$ cat src/rtl/kwd_pkg.sv
package kwd_pkg;
    typedef enum logic [1:0] {
        WD_OFF  = 2'd0,
        WD_RUN  = 2'd1,
        WD_FIRE = 2'd2
    } wd_state_t;

    typedef enum logic {
        KS_WAIT = 1'b0,
        KS_HALF = 1'b1
    } key_state_t;
endpackage

$ cat src/rtl/kwd_key_seq.sv
module kwd_key_seq
    import kwd_pkg::*;
#(
    parameter int            DW    = 8,
    parameter logic [DW-1:0] KEY_A = 8'h1E,
    parameter logic [DW-1:0] KEY_B = 8'hE1
) (
    input  logic          clk,
    input  logic          rst_n,
    input  logic          wr_en,
    input  logic [DW-1:0] wr_data,
    output logic          key_ok
);
    key_state_t st, st_n;

    always_ff @(posedge clk or negedge rst_n) begin
        if (!rst_n) st <= KS_WAIT;
        else        st <= st_n;
    end

    always_comb begin
        st_n = st;
        if (wr_en) begin
            unique case (st)
                KS_WAIT: st_n = (wr_data == KEY_A) ? KS_HALF : KS_WAIT;
                KS_HALF: st_n = (wr_data == KEY_A) ? KS_HALF : KS_WAIT;
                default: st_n = KS_WAIT;
            endcase
        end
    end

    always_comb key_ok = (st == KS_HALF) && wr_en && (wr_data == KEY_B);


    key_cancel_chk: assert property (@(posedge clk) disable iff (!rst_n)
        (st == KS_HALF && wr_en && wr_data != KEY_A && wr_data != KEY_B) |=> (st == KS_WAIT));
endmodule

$ cat src/rtl/kwd_tick_gate.sv
module kwd_tick_gate (
    input  logic clk,
    input  logic rst_n,
    input  logic cyc_en,
    input  logic idle,
    input  logic idle_pause,
    input  logic pdown,
    input  logic wake_n,
    output logic tick_ok
);
    logic wake_hold;

    always_ff @(posedge clk or negedge rst_n) begin
        if (!rst_n)      wake_hold <= 1'b0;
        else if (pdown)  wake_hold <= 1'b1;
        else if (wake_n) wake_hold <= 1'b0;
    end

    always_comb tick_ok = cyc_en && !pdown && !(wake_hold && !wake_n)
                          && !(idle && idle_pause);


    wake_release_chk: assert property (@(posedge clk) disable iff (!rst_n)
        (!pdown && wake_n) |=> !wake_hold);
endmodule

$ cat src/rtl/keyed_watchdog.sv
module keyed_watchdog
    import kwd_pkg::*;
#(
    parameter int CNT_W     = 14,
    parameter int PULSE_LEN = 98
) (
    input  logic       clk,
    input  logic       rst_n,
    input  logic       cyc_en,
    input  logic       wr_en,
    input  logic [7:0] wr_data,
    input  logic       idle,
    input  logic       idle_pause,
    input  logic       pdown,
    input  logic       wake_n,
    input  logic       drive_off,
    output logic       rst_pulse
);
    localparam logic [CNT_W-1:0] CNT_LAST = {{(CNT_W-1){1'b1}}, 1'b0};
    localparam int               PW       = $clog2(PULSE_LEN + 1);
    localparam logic [PW-1:0]    P_LAST   = PW'(PULSE_LEN - 1);

    logic             key_ok, tick_ok;
    wd_state_t        state, state_n;
    logic [CNT_W-1:0] cnt, cnt_n;
    logic [PW-1:0]    pcnt, pcnt_n;

    kwd_key_seq #(.DW(8), .KEY_A(8'h1E), .KEY_B(8'hE1)) u_key (
        .clk(clk), .rst_n(rst_n), .wr_en(wr_en), .wr_data(wr_data), .key_ok(key_ok)
    );

    kwd_tick_gate u_gate (
        .clk(clk), .rst_n(rst_n), .cyc_en(cyc_en), .idle(idle),
        .idle_pause(idle_pause), .pdown(pdown), .wake_n(wake_n), .tick_ok(tick_ok)
    );

    always_ff @(posedge clk or negedge rst_n) begin
        if (!rst_n) begin
            state <= WD_OFF;
            cnt   <= '0;
            pcnt  <= '0;
        end else begin
            state <= state_n;
            cnt   <= cnt_n;
            pcnt  <= pcnt_n;
        end
    end

    always_comb begin
        state_n = state;
        cnt_n   = cnt;
        pcnt_n  = pcnt;
        unique case (state)
            WD_OFF: begin
                cnt_n = '0;
                if (key_ok) state_n = WD_RUN;
            end
            WD_RUN: begin
                if (key_ok) begin
                    cnt_n = '0;
                end else if (tick_ok) begin
                    if (cnt == CNT_LAST) begin
                        state_n = WD_FIRE;
                        cnt_n   = '0;
                        pcnt_n  = '0;
                    end else begin
                        cnt_n = cnt + 1'b1;
                    end
                end
            end
            WD_FIRE: begin
                if (pcnt == P_LAST) state_n = WD_OFF;
                else                pcnt_n  = pcnt + 1'b1;
            end
            default: state_n = WD_OFF;
        endcase
    end

    always_comb rst_pulse = (state == WD_FIRE) && !drive_off;


    paused_hold_chk: assert property (@(posedge clk) disable iff (!rst_n)
        (state == WD_RUN && !tick_ok && !key_ok) |=> $stable(cnt));

    service_clear_chk: assert property (@(posedge clk) disable iff (!rst_n)
        (state == WD_RUN && key_ok) |=> (cnt == '0));

    overflow_fire_chk: assert property (@(posedge clk) disable iff (!rst_n)
        (state == WD_RUN && tick_ok && !key_ok && cnt == CNT_LAST) |=> (state == WD_FIRE));

    pulse_end_chk: assert property (@(posedge clk) disable iff (!rst_n)
        (state == WD_FIRE && pcnt == P_LAST) |=> (state == WD_OFF));

    no_rearm_chk: assert property (@(posedge clk) disable iff (!rst_n)
        (state == WD_FIRE) |=> (state != WD_RUN));
endmodule

$ cat config.mk
export PLATFORM = sky130hd
export DESIGN_NAME = keyed_watchdog
export DESIGN_NICKNAME = d
export VERILOG_FILES = /design/src/rtl/kwd_pkg.sv /design/src/rtl/kwd_key_seq.sv /design/src/rtl/kwd_tick_gate.sv /design/src/rtl/keyed_watchdog.sv
export SDC_FILE = /design/constraint.sdc
export NUM_CORES = 1
export LEC_CHECK = 0
export ABC_AREA = 1
export CAP_MARGIN = 5
export CORE_MARGIN = 2
export CORE_UTILIZATION = 60
export CTS_CLUSTER_SIZE = 12
export DETAILED_ROUTE_END_ITERATION = 8
export PLACE_DENSITY = 0.84
export REMOVE_ABC_BUFFERS = 1
export SYNTH_ARGS = -nofsm -noshare
export SYNTH_HDL_FRONTEND = slang
export SYNTH_SLANG_ARGS = --single-unit
$ cat constraint.sdc
create_clock -name clk -period 4.34 [get_ports clk]
set_clock_uncertainty 0.2 [all_clocks]
set_input_delay 0.868 -clock clk [delete_from_list [all_inputs] [get_ports clk]]
set_output_delay 0.868 -clock clk [all_outputs]
set_load 0.05 [all_outputs]
After elaboration in Yosys (flattened, before gate mapping)
Index checks and enable logic that the tools add are counted.
{"block": "word_totals", "register_bits": 25, "latch_bits": 0, "mem_bits_rw": 0, "rom_bits": 0, "input_bits": 17, "output_inout_bits": 1, "mem_count": 0}
{"block": "classes", "n_addsub": 2, "multipliers": 0, "div_mod_pow": 0, "magnitude_cmp": 0, "n_eq_ne": 13, "shifts": 0, "muxes": 18, "bitwise": 0, "n_reduce_logical": 20}
{"op": "$mux 14", "count": 3}
{"op": "$mux 7", "count": 4}
{"op": "$pmux 14 s2", "count": 1}
{"op": "$add 14x1->14 const B", "count": 1}
{"op": "$eq 14x14->1 const B", "count": 1}
{"op": "$pmux 7 s2", "count": 1}
{"op": "$ne 2x2->1 const B", "count": 6}
{"op": "$mux 2", "count": 5}
{"op": "$reduce_and 5->1", "count": 2}
{"op": "$eq 8x5->1 const B", "count": 1}
{"op": "$eq 8x8->1 const B", "count": 1}
{"op": "$logic_and 1x1->1", "count": 8}
{"op": "$add 7x1->7 const B", "count": 1}
{"op": "$eq 7x7->1 const B", "count": 1}
{"op": "$pmux 2 s3", "count": 1}
{"op": "$reduce_bool 2->1", "count": 3}
{"op": "$logic_not 1->1", "count": 5}
{"op": "$mux 1", "count": 3}
{"op": "$ne 3x3->1 const B", "count": 1}
{"op": "$eq 2x1->1 const B", "count": 1}
{"op": "$eq 2x2->1 const B", "count": 1}
{"op": "$logic_not 2->1", "count": 1}
{"op": "$reduce_and 2->1", "count": 1}

Depth between registers and ports, before layout
Gate-level depths: netlist (run 1).
{"block": "logic_depth", "depth_word": 8, "mapped_depth": 10, "depth_no_buf": 10}

Modules after synthesis
From an unflattened synthesis (run 1), not the netlist that was laid out.
{"block": "hier_totals", "cells_unflattened": 235, "area_unflattened_um2": 1590.3}
{"mod": "keyed_watchdog", "n_inst": 1, "cells_each": 208, "area_each_um2": 1426.4, "seq_area_each_um2": 575.6}
{"mod": "kwd_key_seq", "n_inst": 1, "cells_each": 19, "area_each_um2": 105.1, "seq_area_each_um2": 25.0}
{"mod": "kwd_tick_gate", "n_inst": 1, "cells_each": 8, "area_each_um2": 58.8, "seq_area_each_um2": 25.0}

Worst setup path before layout (run 1)
No wires, ideal clock.
{"block": "synth_timing", "path_kind": "in2out", "startpoint": "input port drive_off", "endpoint": "output port rst_pulse", "t_arrival_ns": 1.944, "required_time_ns": 3.272, "path_slack_ns": 1.328, "cell_stages": 1, "cell_sequence": "nor3_1"}
{"block": "synth_via", "elab_chain_len": 2}
{"element": "start, declared", "line_no": "keyed_watchdog.sv:16", "source": "input logic drive_off,"}
{"element": "$logic_not 1->1", "line_no": "keyed_watchdog.sv:79", "source": "always_comb rst_pulse = (state == WD_FIRE) && !drive_off;"}
{"element": "$logic_and 1x1->1", "line_no": "keyed_watchdog.sv:79"}
{"element": "end, declared", "line_no": "keyed_watchdog.sv:17", "source": "output logic rst_pulse"}
No other way between the ends.

Final worst setup path (run 1)
Same ends and word-level chain as after synthesis.

==> out/results.txt, run 1 <==
The run gives 1860 sq um as the placed standard-cell area. Post-synthesis cell type with the largest combined area: dfrtp_1. Counting every instance in the synthesized netlist gives 246. The startpoint identified for the worst hold timing path is u_gate.wake_hold$_DFFE_PN0P_. In this run the vertical extent of the chip is 56.7 um.

In this run the horizontal extent of the chip is 56.7 um. Of the synthesized area, sequential elements account for 37.5%. After global routing, the most crowded layer is met2. In this run the clock root is driven by a clkbuf_4. The tools report the met2 track demand over resource as 36.9%. The signal on the critical path passes through clkdlybuf4s50_1 -> nor3_1 -> clkdlybuf4s50_1.

For this run, the total global-route usage over all layers was measured as 22.1%. The internal portion of total power was 0.290 mW. The tool flagged a number of max-cap violations equal to 0. The post-CTS resize count is 0.

For this run, global-route usage on met3 was measured as 2.53%. The cell area power density was 204 nW/um^2. For this run, global-route usage on met1 was measured as 28.7%. The pin count of the biggest net entering global routing is 26. Of the total synthesized cell area, the portion taken by AND, OR, NAND and NOR gates is 42.4%.

Setup violations remaining at the end of the flow were counted as 0. Combinational logic is responsible for 9.0% of the overall power. At the end of routability-driven placement, the weighted congestion stood at 0.908. The clock drives 25 sinks. The finished layout holds 295 standard cells, fillers aside. The number of inserted diodes is 0. For this configuration, the core starts out at a cell density of 62.1%. The logs give 0 for the final hold violation count and 286 for the net count reported at finish. Clock latency on the worst-skew pair, taken at its later pin, is 0.33 ns. Post-detailed-placement half-perimeter wirelength: 2370 um. For this design the total switching power over the nets is 0.0950 mW.

Detailed-route wire length per cell: 11.0 um. The number of synthesized register bits works out to 25. After detailed routing, the total wire length is 3230 um. The endpoint arrival time on the critical path is 2.25 ns.

The largest fanout on the critical path works out to 1. The startpoint identified for the worst register-to-register timing path is state[1]$_DFFE_PN0P_. The routed design could run at a clock period as short as 3.31 ns.

The achievable frequency came out at 0.302 GHz. Type of the worst setup path: in2out. The run gives 0 as the final antenna-violating net count.

The run finished with clean final reports. The worst path meets setup with 1.03 ns of slack. After synthesis, the largest area contributor takes up 37.5% of total cell area. Setup fix buffers added after clock tree synthesis: 0. The clock network burns 29.0% of the power.

Ranked by total cell area, the synthesized netlist is headed by dfrtp_1, nand2_1, nand3_1. The aggregate negative setup slack came out at 0 ns. The part of the power in registers came out at 62.1%. The run gives 0 as the initial antenna violation count. TritonCTS built the clock tree.

The longest clock path from root to sink contains 2 buffers. On the critical path, the stage with the largest delay is an instance of clkdlybuf4s50_1. The run gives 291 as the cell total after placement. The total leakage power is 0.939 nW, and the total count of max-transition violations in the final report is 0. The worst-case headroom to the max-slew limit came out at 52.5%.

Summing the areas of all xor and xnor instances in the mapped netlist gives 2.63% of the synthesized area. The library cells used most frequently in the layout, excluding fill and tap cells, are nand2_1, inv_1, nor2_1. The post-route netlist has 6.82% of its cells at a drive strength greater than 1. The timing startpoint of the critical path was drive_off. After detailed routing, the number of vias per cell comes to 5.22. For the full die area, the log shows 3220 sq um. The logs give 0 for the number of warnings reported in the yosys synthesis log and 1,391 for the number of global-route vias before repair. The data required time of the worst path was 3.27 ns; the multiplexer area fraction after synthesis was 0%.

The compound-gate portion of the synthesized area works out to 5.10%. The detailed router finished its first iteration with 57 violations. After clock tree synthesis, the clock-pin slew on the worst setup and hold paths is 0.14 ns. The tools report the peak supply drop as 179 uV. Global routing finished with a remaining overflow of 0. Floorplan row count: 19. Setup repair after global routing left no endpoint under its margin.

The final critical path takes up 76.4% of the cycle. After synthesis, the mean cell area works out to 6.78 sq um. For the pin with the worst max-slew slack, the measured transition is 0.710 ns. The class of the most critical hold timing path was reg2reg. Before CTS, the worst setup slack after placement is 1.02 ns.

The area growth from synthesis to layout is 13.3%. The commonest non-fill, non-tap cell in the layout was nand2_1. The tools report the detailed-router iteration count before antenna repair as 4.

Counting distinct cell types in the post-synthesis netlist gives 25. The most frequent cell on the critical path is clkdlybuf4s50_1. The worst setup path is captured at an output pin.

The standard cell core area came out at 2690 sq um. The number of buffers created by CTS was 3; the largest incremental delay on the critical path was 0.82 ns. The run gives 0 as the DRC violation count after routing. For this block, the via count after detailed routing is 1,541. Net switching is 24.7% of the power.

The worst setup path is launched from an input port. The first global-routing pass estimated 5660 um of wire. The cell area that synthesis handed to floorplanning was 1670 sq um. The count of input and output buffers works out to 17. By area, the combinational part of the netlist is dominated by simple AND/OR/NAND/NOR gates. Number of levels the H-tree was split into: 1. The tools report the finished layout cell area as 1890 sq um. Cells fill 70.3% of the core in the end. In this run the count of I/O pins placed on the die edge is 18.

After Yosys synthesis, full adders, half adders and majority gates account for 3.00% of the synthesized area. After clock tree synthesis, the flow added hold-fix buffers numbering 0.
==> state kept, by name, summed over array words and instances (netlist names) <==
name / count
cnt: 14
pcnt: 7
state: 2
u_gate.wake_hold: 1
u_key.st: 1
==> power by group through the flow <==
stage / clock [mW] / combinational (mW) / sequential (mW)
6_report: 0.111 / 0.0346 / 0.239
5_1_grt: 0.122 / 0.0391 / 0.239
4_1_cts: 0.115 / 0.0352 / 0.239
3_5_place_dp: 0 / 0.0352 / 0.243
3_3_place_gp: 0 / 0.0346 / 0.243
2_1_floorplan: 0 / 0.0126 / 0.242
==> final timing paths <==
check                                          endpoint  slack [ns]  cells after the start
max                                           rst_pulse        1.03                      3
min                        u_gate.wake_hold$_DFFE_PN0P_        0.29                      2
max reg2reg                         cnt[13]$_DFFE_PN0P_        2.49                      5
min reg2reg                u_gate.wake_hold$_DFFE_PN0P_        0.29                      2
max in group asynchronous           cnt[13]$_DFFE_PN0P_        3.02                      2
min in group asynchronous          u_key.st$_DFFE_PN0P_        0.67                      2
==> stage by stage <==
stage	hold slack [ns]	power [mW]
2_1_floorplan	0.239	0.255
3_3_place_gp	0.262	0.278
3_5_place_dp	0.264	0.278
4_1_cts	0.296	0.389
5_1_grt	0.331	0.400
6_report	0.289	0.385
==> metal layers <==
layer  share of wire [%]  routed length (um)
met5                   0                   0
met1                  47                1510
met4                 1.7                  55
met2                  48                1540
met3                 3.9                 126
==> layout make-up <==
class	instances	area, sq um
multi-input combinational	182	886
clock buffer	3	22.5
clock inverter	1	7.51
timing repair buffer	18	178
inverter	35	131
tap	31	38.8
sequential	25	626
fill	219	797
==> cell families (layout without fill, tap and decap cells) <==
logic type,after synthesis,in the layout
and+or+nand+nor,159,159
buffers and inverters,39,57
DFF,25,25
AOI/OAI and AO/OA,14,14
xor gates and xnor gates,5,5
adders and majority gates,4,4
==> cells in the mapped netlist <==
cell / n
ha_1: 4
inv_1: 33
nand3_1: 28
buf_6: 1
nor2_2: 5
nand3_2: 2
a21oi_4: 1
nand2_2: 1
clkbuf_1: 1
xor2_1: 4
nand4_1: 9
xnor2_1: 1
nor2_1: 29
nor4_1: 2
inv_2: 2
nand3b_1: 3
nor3_2: 1
nor3_1: 2
buf_2: 2
o21ai_1: 5
dfrtp_1: 25
o21ai_2: 1
nand2_1: 77
o21ai_0: 5
a21oi_1: 2
==> worst max-delay path, delay by kind of cell <==
family                 cells  cell delay [ns]
buffers and inverters      2             1.21
AND/OR/NAND/NOR            1             0.16
Note: power is estimated with default switching activity, not from simulation.
==> run 2: changes to the inputs <==
- CORE_UTILIZATION: 60 -> 50
- PLACE_DENSITY: 0.84 -> 0.75
- clock period: 4.34 -> 2.75 ns (I/O delays scaled with it)
==> run 2 against run 1 <==
  * Setup slack lost 0.54 ns
  * Routed wire length grew 5.2%
  * Clock power grew 58%
  * Via count grew 0.78%
  * Cell count grew 4.7%
  * Global-route usage shrank 1.4 points
  * Core utilization shrank 8.5 points
  * Non-clock buffer count grew 1
  * Critical path depth is the same
  * Critical path type is now reg2out
==> out/results.txt, run 2 (same netlist as run 1, synthesis figures left out) <==
The detailed-route wire length per cell works out to 11.0 um (+0.43%). The detailed-route vias per instance was 5.03 (-3.8%); the final antenna-violating net count was 0 (unchanged). The buffer depth of the longest clock path was 2 (unchanged).

The wire length of the first global-routing pass was 5830 um (+2.9%). The number of inserted filler cells in the final layout was 305 (+39%); the count of input and output buffers was 17 (unchanged). The total power was 0.609 mW (+58%); the placement-stage worst setup slack was 0.406 ns (-0.610 ns). The initial antenna violation count was 0 (unchanged). The flip-flop count of the largest register after layout was 14 (unchanged); the DRC violation count after routing was 0 (unchanged). The signal on the critical path passes through inv_1 -> nor3_1 -> buf_12. The share of layout cells above drive strength 1 is 7.17% (+0.35 points), and the part of the total power dissipated in the clock network is 28.8% (-0.2 points). The number of global-route vias before repair is 1,410 (+1.4%).

The total I/O pin count came out at 18 (unchanged). For the final hold violation count, the log shows 0 (unchanged). The sequential cell area is 626 sq um (unchanged), and the die width is 61.8 um (+8.9%). Counting I/O delays and the setup requirement, the final critical path takes 2.27 ns. The logs give 0 ns (unchanged) for the aggregate negative setup slack and 61.9% (-0.2 points) for the part of the power in registers. Pin slew with the least headroom to its limit: 0.400 ns (-0.310 ns). The setup path with the least slack is of type reg2out. The run gives 0 (unchanged) as the global route total overflow.

The total count of max-transition violations in the final report was 0 (unchanged). The logs give 3810 sq um (+19%) for the full die area and 0.149 mW (+57%) for the power spent charging and discharging nets. The number of buffers created by CTS is 3 (unchanged), and the largest fanout on the critical path is 11 (+10). The run gives 9.3% (+0.3 points) as the combinational power share. Leaving out fill and tap cells, the most frequent cells in the layout are nand2_1, inv_1, nor2_1. The tools report the critical path launch point type as a register. TritonCTS built the clock tree. The clock input transition at the sequential cells of the worst setup and hold paths is 0.14 ns (about the same).

The root buffer cell was clkbuf_4. In the final layout, the registers with the most flip-flops are cnt x14, pcnt x7, state x2. The standard cell core area is 3100 sq um (+16%).

The run finished with clean final reports. In this run the worst hold path is classified as reg2reg. The logs give 192 uV (+6.9%) for the peak supply drop and 0 (unchanged) for the post-CTS resize count. The run gives 20 (+1) as the floorplan row count.

For the worst-case headroom to the max-slew limit, the log shows 73.1% (+21 points). In the finished design, the share of the clock period the worst path needs comes to 82.4%. The largest register by flop count was cnt.

Detailed-route via count: 1,553 (+0.78%). The post-synthesis to final-layout area growth was 15.1%; the cell area power density was 317 nW/um^2 (+56%). For the total leakage power, the log shows 0.951 nW (+1.3%). The area used by multi-input combinational logic was 886 sq um (unchanged); the achievable frequency was 0.441 GHz. For the cell total after placement, the log shows 305 (+4.8%).

The global routing usage summed across all routing layers is 20.7% (-1.4 points). For this design, the slowest cell found on the critical path is dfrtp_1. The largest incremental delay on the critical path is 0.45 ns (-0.37 ns), and the die height is 61.8 um (+8.9%). The logs give 4 (unchanged) for the detailed-router iteration count before antenna repair and 0.288 ns (-0.000899 ns) for the final-layout worst hold slack.

The number of sinks on the clock net is 25 (unchanged). The final count of negative-setup-slack endpoints was 0 (unchanged). The endpoint arrival time on the critical path is 1.52 ns (-0.73 ns).

For the clock latency at the later pin of the worst-skew pair, the log shows 0.33 ns (about the same). The starting density of the core is 53.8% (-8.3 points), and the net count reported at finish is 287 (+0.35%). The data required time of the worst path is 2.00 ns (-1.27 ns), and the setup fix buffers added after clock tree synthesis is 0 (unchanged). The number of levels the H-tree was split into is 1 (unchanged), and the number of hold buffers added after CTS is 0 (unchanged). The internal portion of total power is 0.460 mW (+59%), and the count of max-cap constraint violations is 0 (unchanged). The run gives 0.484 ns (-0.541 ns) as the final worst slack. The switching share of power is 24.4% (-0.26 points). For the number of DRC markers in iteration 0, the log shows 96 (+68%). Setup repair after global routing left no endpoint under its margin. The total wirelength of the detailed-routed design is 3400 um (+5.2%). Number of non-filler instances in the completed layout: 309 (+4.7%). The logs give 2540 um (+7.0%) for the post-detailed-placement half-perimeter wirelength and 26 (unchanged) for the pin count of the biggest net entering global routing. Leaving out fill and tap cells, the most frequent cell in the layout is nand2_1. The number of inserted diodes is 0 (unchanged).

Kind of end point of the critical path: an output pin. The tools report the final weighted congestion in routability-driven placement as 0.875 (-3.6%).
run 2: changes by cell type in the layout (fill, tap and decap cells not counted):
| cell | change |
|---|---|
| clkdlybuf4s50_1 | -1 |
| clkinvlp_4 | -1 |
| buf_12 | +1 |
| clkbuf_1 | +1 |
| buf_4 | +1 |
run 2: worst paths after layout:
path,start,endpoint,slack [ns],cells past startpoint
min in group asynchronous,rst_n,cnt[3]$_DFFE_PN0P_,0.36,2
max,state[1]$_DFFE_PN0P_,rst_pulse,0.48,3
min,u_gate.wake_hold$_DFFE_PN0P_,u_gate.wake_hold$_DFFE_PN0P_,0.29,2
max in group asynchronous,rst_n,pcnt[4]$_DFFE_PN0P_,1.75,2
min reg2reg,u_gate.wake_hold$_DFFE_PN0P_,u_gate.wake_hold$_DFFE_PN0P_,0.29,2
max reg2reg,cnt[0]$_DFFE_PN0P_,cnt[7]$_DFFE_PN0P_,0.79,9
run 2: cell type report:
| cell class | instances | area share (%) |
|---|---|---|
| clock buffers | 4 | 1.37 |
| inverters | 35 | 6.84 |
| multi-input cells | 182 | 46.2 |
| flip-flops and latches | 25 | 32.6 |
| well taps | 44 | 2.87 |
| repair buffers | 19 | 10.2 |
run 2: power by group through the flow:
stage / sequential, mW / combinational, mW / clock, mW
2_1_floorplan: 0.383 / 0.0199 / 0
3_3_place_gp: 0.384 / 0.0571 / 0
3_5_place_dp: 0.384 / 0.0582 / 0
4_1_cts: 0.377 / 0.0583 / 0.184
5_1_grt: 0.378 / 0.0651 / 0.195
6_report: 0.377 / 0.0569 / 0.175
run 2: layer usage:
metal	track usage (%)	routed length, um	share of wire [%]
met5	0	0	0
met4	9.12	38	1.1
met3	3.31	141	4.1
met2	34.3	1600	47
met1	26.6	1620	48
run 2: critical path: cells and delay by family, from the launching register on:
kind / cells / cell delay, ns
buf+inv: 2 / 0.38
flops: 1 / 0.45
simple gates: 1 / 0.35
run 2: metrics by stage:
stage                     cell area (sq um)  util [%]
after global placement                 1890      61.0
after detailed placement               1890      61.0
after global routing                   1920      61.9
after CTS                              1920      61.9
after floorplan                        1640         -
final                                  1920      61.9
==> run 3: changes to the inputs <==
- clock period: 2.75 -> 1.9 ns (I/O delays scaled with it)
==> run 3 against run 2 <==
  * Via count increased by 1.4%
  * Cell count increased by 3.9%
  * Clock power increased by 43%
  * Core utilization increased by 3.2 points
  * Critical path depth increased by 1
  * Critical path type unchanged
  * Setup slack got worse by 0.40 ns
  * Largest power group unchanged
  * Critical endpoint unchanged
  * Sequential share of layout area decreased by 1.5 points
  * Combinational power increased by 57%
  * Total power increased by 45%
==> out/results.txt, run 3 (same netlist as run 1, synthesis figures left out) <==
Commonest non-fill, non-tap cell in the layout: nand2_1. The floorplan row count was 20 (unchanged). The tools report the number of buffers created by CTS as 3 (unchanged). The total count of max-transition violations in the final report was 0 (unchanged); the cell total after placement was 314 (+3.0%).

Cell area power density: 438 nW/um^2 (+38%). The count of max-cap constraint violations came out at 0 (unchanged). The flow ran to the end, and the final reports show no timing, DRC or antenna violations. The initial antenna violation count is 0 (unchanged), and the share of the clock period used by the worst path is 95.7%. The clock input transition at the sequential cells of the worst setup and hold paths is 0.14 ns (about the same).

The setup path with the least slack is of type reg2out. The net count reported at finish was 299 (+4.2%). TritonCTS built the clock tree. The detailed-route wire length per cell was 10.9 um (-1.3%); the pin slew with the least headroom to its limit was 0.380 ns (-0.0199 ns).

Counting I/O delays and the setup requirement, the final critical path takes 1.82 ns. Critical path launch point type: a register. The full die area is 3810 sq um (unchanged). The run gives 1,575 (+1.4%) as the detailed-route via count. The tools report the root buffer cell as clkbuf_4. The peak supply drop is 264 uV (+38%). The post-detailed-placement half-perimeter wirelength was 2600 um (+2.5%); the die width was 61.8 um (unchanged).

The pin count of the biggest net entering global routing is 26 (unchanged), and the total power is 0.885 mW (+45%). The logs give 53.8% (unchanged) for the starting density of the core and 74.5% (+1.3 points) for the worst-case headroom to the max-slew limit. The library cells used most frequently in the layout, excluding fill and tap cells, are nand2_1, inv_1, nor2_1. Data required time of the worst path: 1.32 ns (-0.68 ns). The tools report the final antenna-violating net count as 0 (unchanged).

The post-synthesis to final-layout area growth is 21.0%, and the total I/O pin count is 18 (unchanged). The run gives 1,377 (-2.3%) as the number of global-route vias before repair. Setup repair after global routing could not meet its margin everywhere. The count of input and output buffers was 17 (unchanged); the number of DRC markers in iteration 0 was 104 (+8.3%).

The largest register by flop count is cnt. The flip-flop count of the largest register after layout is 14 (unchanged), and the sequential cell area is 627 sq um (+0.20%). The share of layout cells above drive strength 1 was 12.6% (+5.5 points). The class of the most critical hold timing path is in2async. The logs give 25 (unchanged) for the number of sinks on the clock net and 0 (unchanged) for the final hold violation count. The tools report the clock latency at the later pin of the worst-skew pair as 0.33 ns (about the same). For this run, the top clock speed supported by timing is 0.550 GHz.

The tools report the final weighted congestion in routability-driven placement as 0.882 (+0.85%). In the final layout, the registers with the most flip-flops are cnt x14, pcnt x7, state x2. Detailed-router iteration count before antenna repair: 4 (unchanged). The total wirelength of the detailed-routed design was 3490 um (+2.6%); the total leakage power was 1.01 nW (+5.9%). The run gives 0.191 ns (-0.0964 ns) as the final-layout worst hold slack. The final count of negative-setup-slack endpoints was 0 (unchanged).

For the endpoint arrival time on the critical path, the log shows 1.24 ns (-0.28 ns). The number of inserted diodes came out at 0 (unchanged). The area used by multi-input combinational logic is 893 sq um (+0.85%).

The worst setup path is captured at an output pin. Aggregate negative setup slack: 0 ns (unchanged). The die height came out at 61.8 um (unchanged). The global routing usage summed across all routing layers came out at 20.3% (-0.35 points). The run gives 3100 sq um (unchanged) as the standard cell core area. For the buffer depth of the longest clock path, the log shows 2 (unchanged).

Detailed-route vias per instance: 4.91 (-2.4%). The number of non-filler instances in the completed layout is 321 (+3.9%). The share of the core filled with cells in the final layout came out at 65.0% (+3.2 points). The DRC violation count after routing came out at 0 (unchanged). Number of inserted filler cells in the final layout: 296 (-3.0%).

The largest fanout on the critical path works out to 4 (-7). The tools report the wire length of the first global-routing pass as 5750 um (-1.4%). The logs give 0 (unchanged) for the global route total overflow and 1 (unchanged) for the number of levels the H-tree was split into.
## run 3: cell types whose count changed in the layout (fill, tap and decap cells not counted)
cell	change
buf_4	+12
dfrtp_1	-1
dfrtp_2	+1
inv_1	-1
inv_2	+1
nand2_1	-1
nand2_2	+1
nor3_1	-1
nor3_2	+1
## run 3: path summary, 6_finish.rpt
kind                                                   start                      endpoint  slack (ns)  depth (start not counted)
worst min register to register  u_gate.wake_hold$_DFFE_PN0P_  u_gate.wake_hold$_DFFE_PN0P_        0.29                          2
max in group asynchronous                              rst_n            cnt[0]$_DFFE_PN0P_        1.05                          2
worst max register to register            cnt[0]$_DFFE_PN0P_            cnt[8]$_DFFE_PN0P_        0.14                          9
worst min-delay path                                   rst_n            cnt[7]$_DFFE_PN0P_        0.19                          2
worst max-delay path                    state[1]$_DFFE_PN0P_                     rst_pulse        0.08                          4
min in group clk                u_gate.wake_hold$_DFFE_PN0P_  u_gate.wake_hold$_DFFE_PN0P_        0.29                          2
## run 3: repair_timing
item,in CTS,in global routing
hold buffers,0,0
endpoints found under the setup margin,0,11
gates resized for setup,0,4
setup buffers,0,3
## run 3: area by class of cell
cell class	count	share of cell area [%]
timing repair buffer	31	14.1
inverter	35	6.51
multi-input combinational	182	44.3
clock buffer	4	1.30
sequential	25	31.1
tap	44	2.73
## run 3: per-stage QoR
stage          setup slack, ns  cell area (sq um)
4_1_cts                 0.0106               1990
2_1_floorplan           -0.299               1640
6_report                0.0818               2020
3_5_place_dp            -0.217               1960
3_3_place_gp            -0.161               1960
5_1_grt                -0.0117               2020
## run 3: worst max-delay path, cell delays in order, from the launching register on
cell and delay (ns):
dfrtp_1 0.46, inv_2 0.08, nor3_2 0.10, buf_4 0.14, buf_12 0.12
## run 3: report_power, final
| part | switching (mW) | leakage [nW] | total, mW | internal [mW] |
|---|---|---|---|---|
| Clock | 0.167 | 0.0150 | 0.250 | 0.0825 |
| Sequential | 0.00651 | 0.309 | 0.545 | 0.539 |
| Combinational | 0.0389 | 0.683 | 0.0896 | 0.0507 |
| Total | 0.213 | 1.01 | 0.885 | 0.672 |
## run 3: per-layer routing
metal	up-vias	track usage (%)	routed length, um
li1	842	-	-
met1	693	28.3	1680
met2	35	32.5	1620
met3	5	2.69	134
met4	0	7.29	47
met5	-	0	0
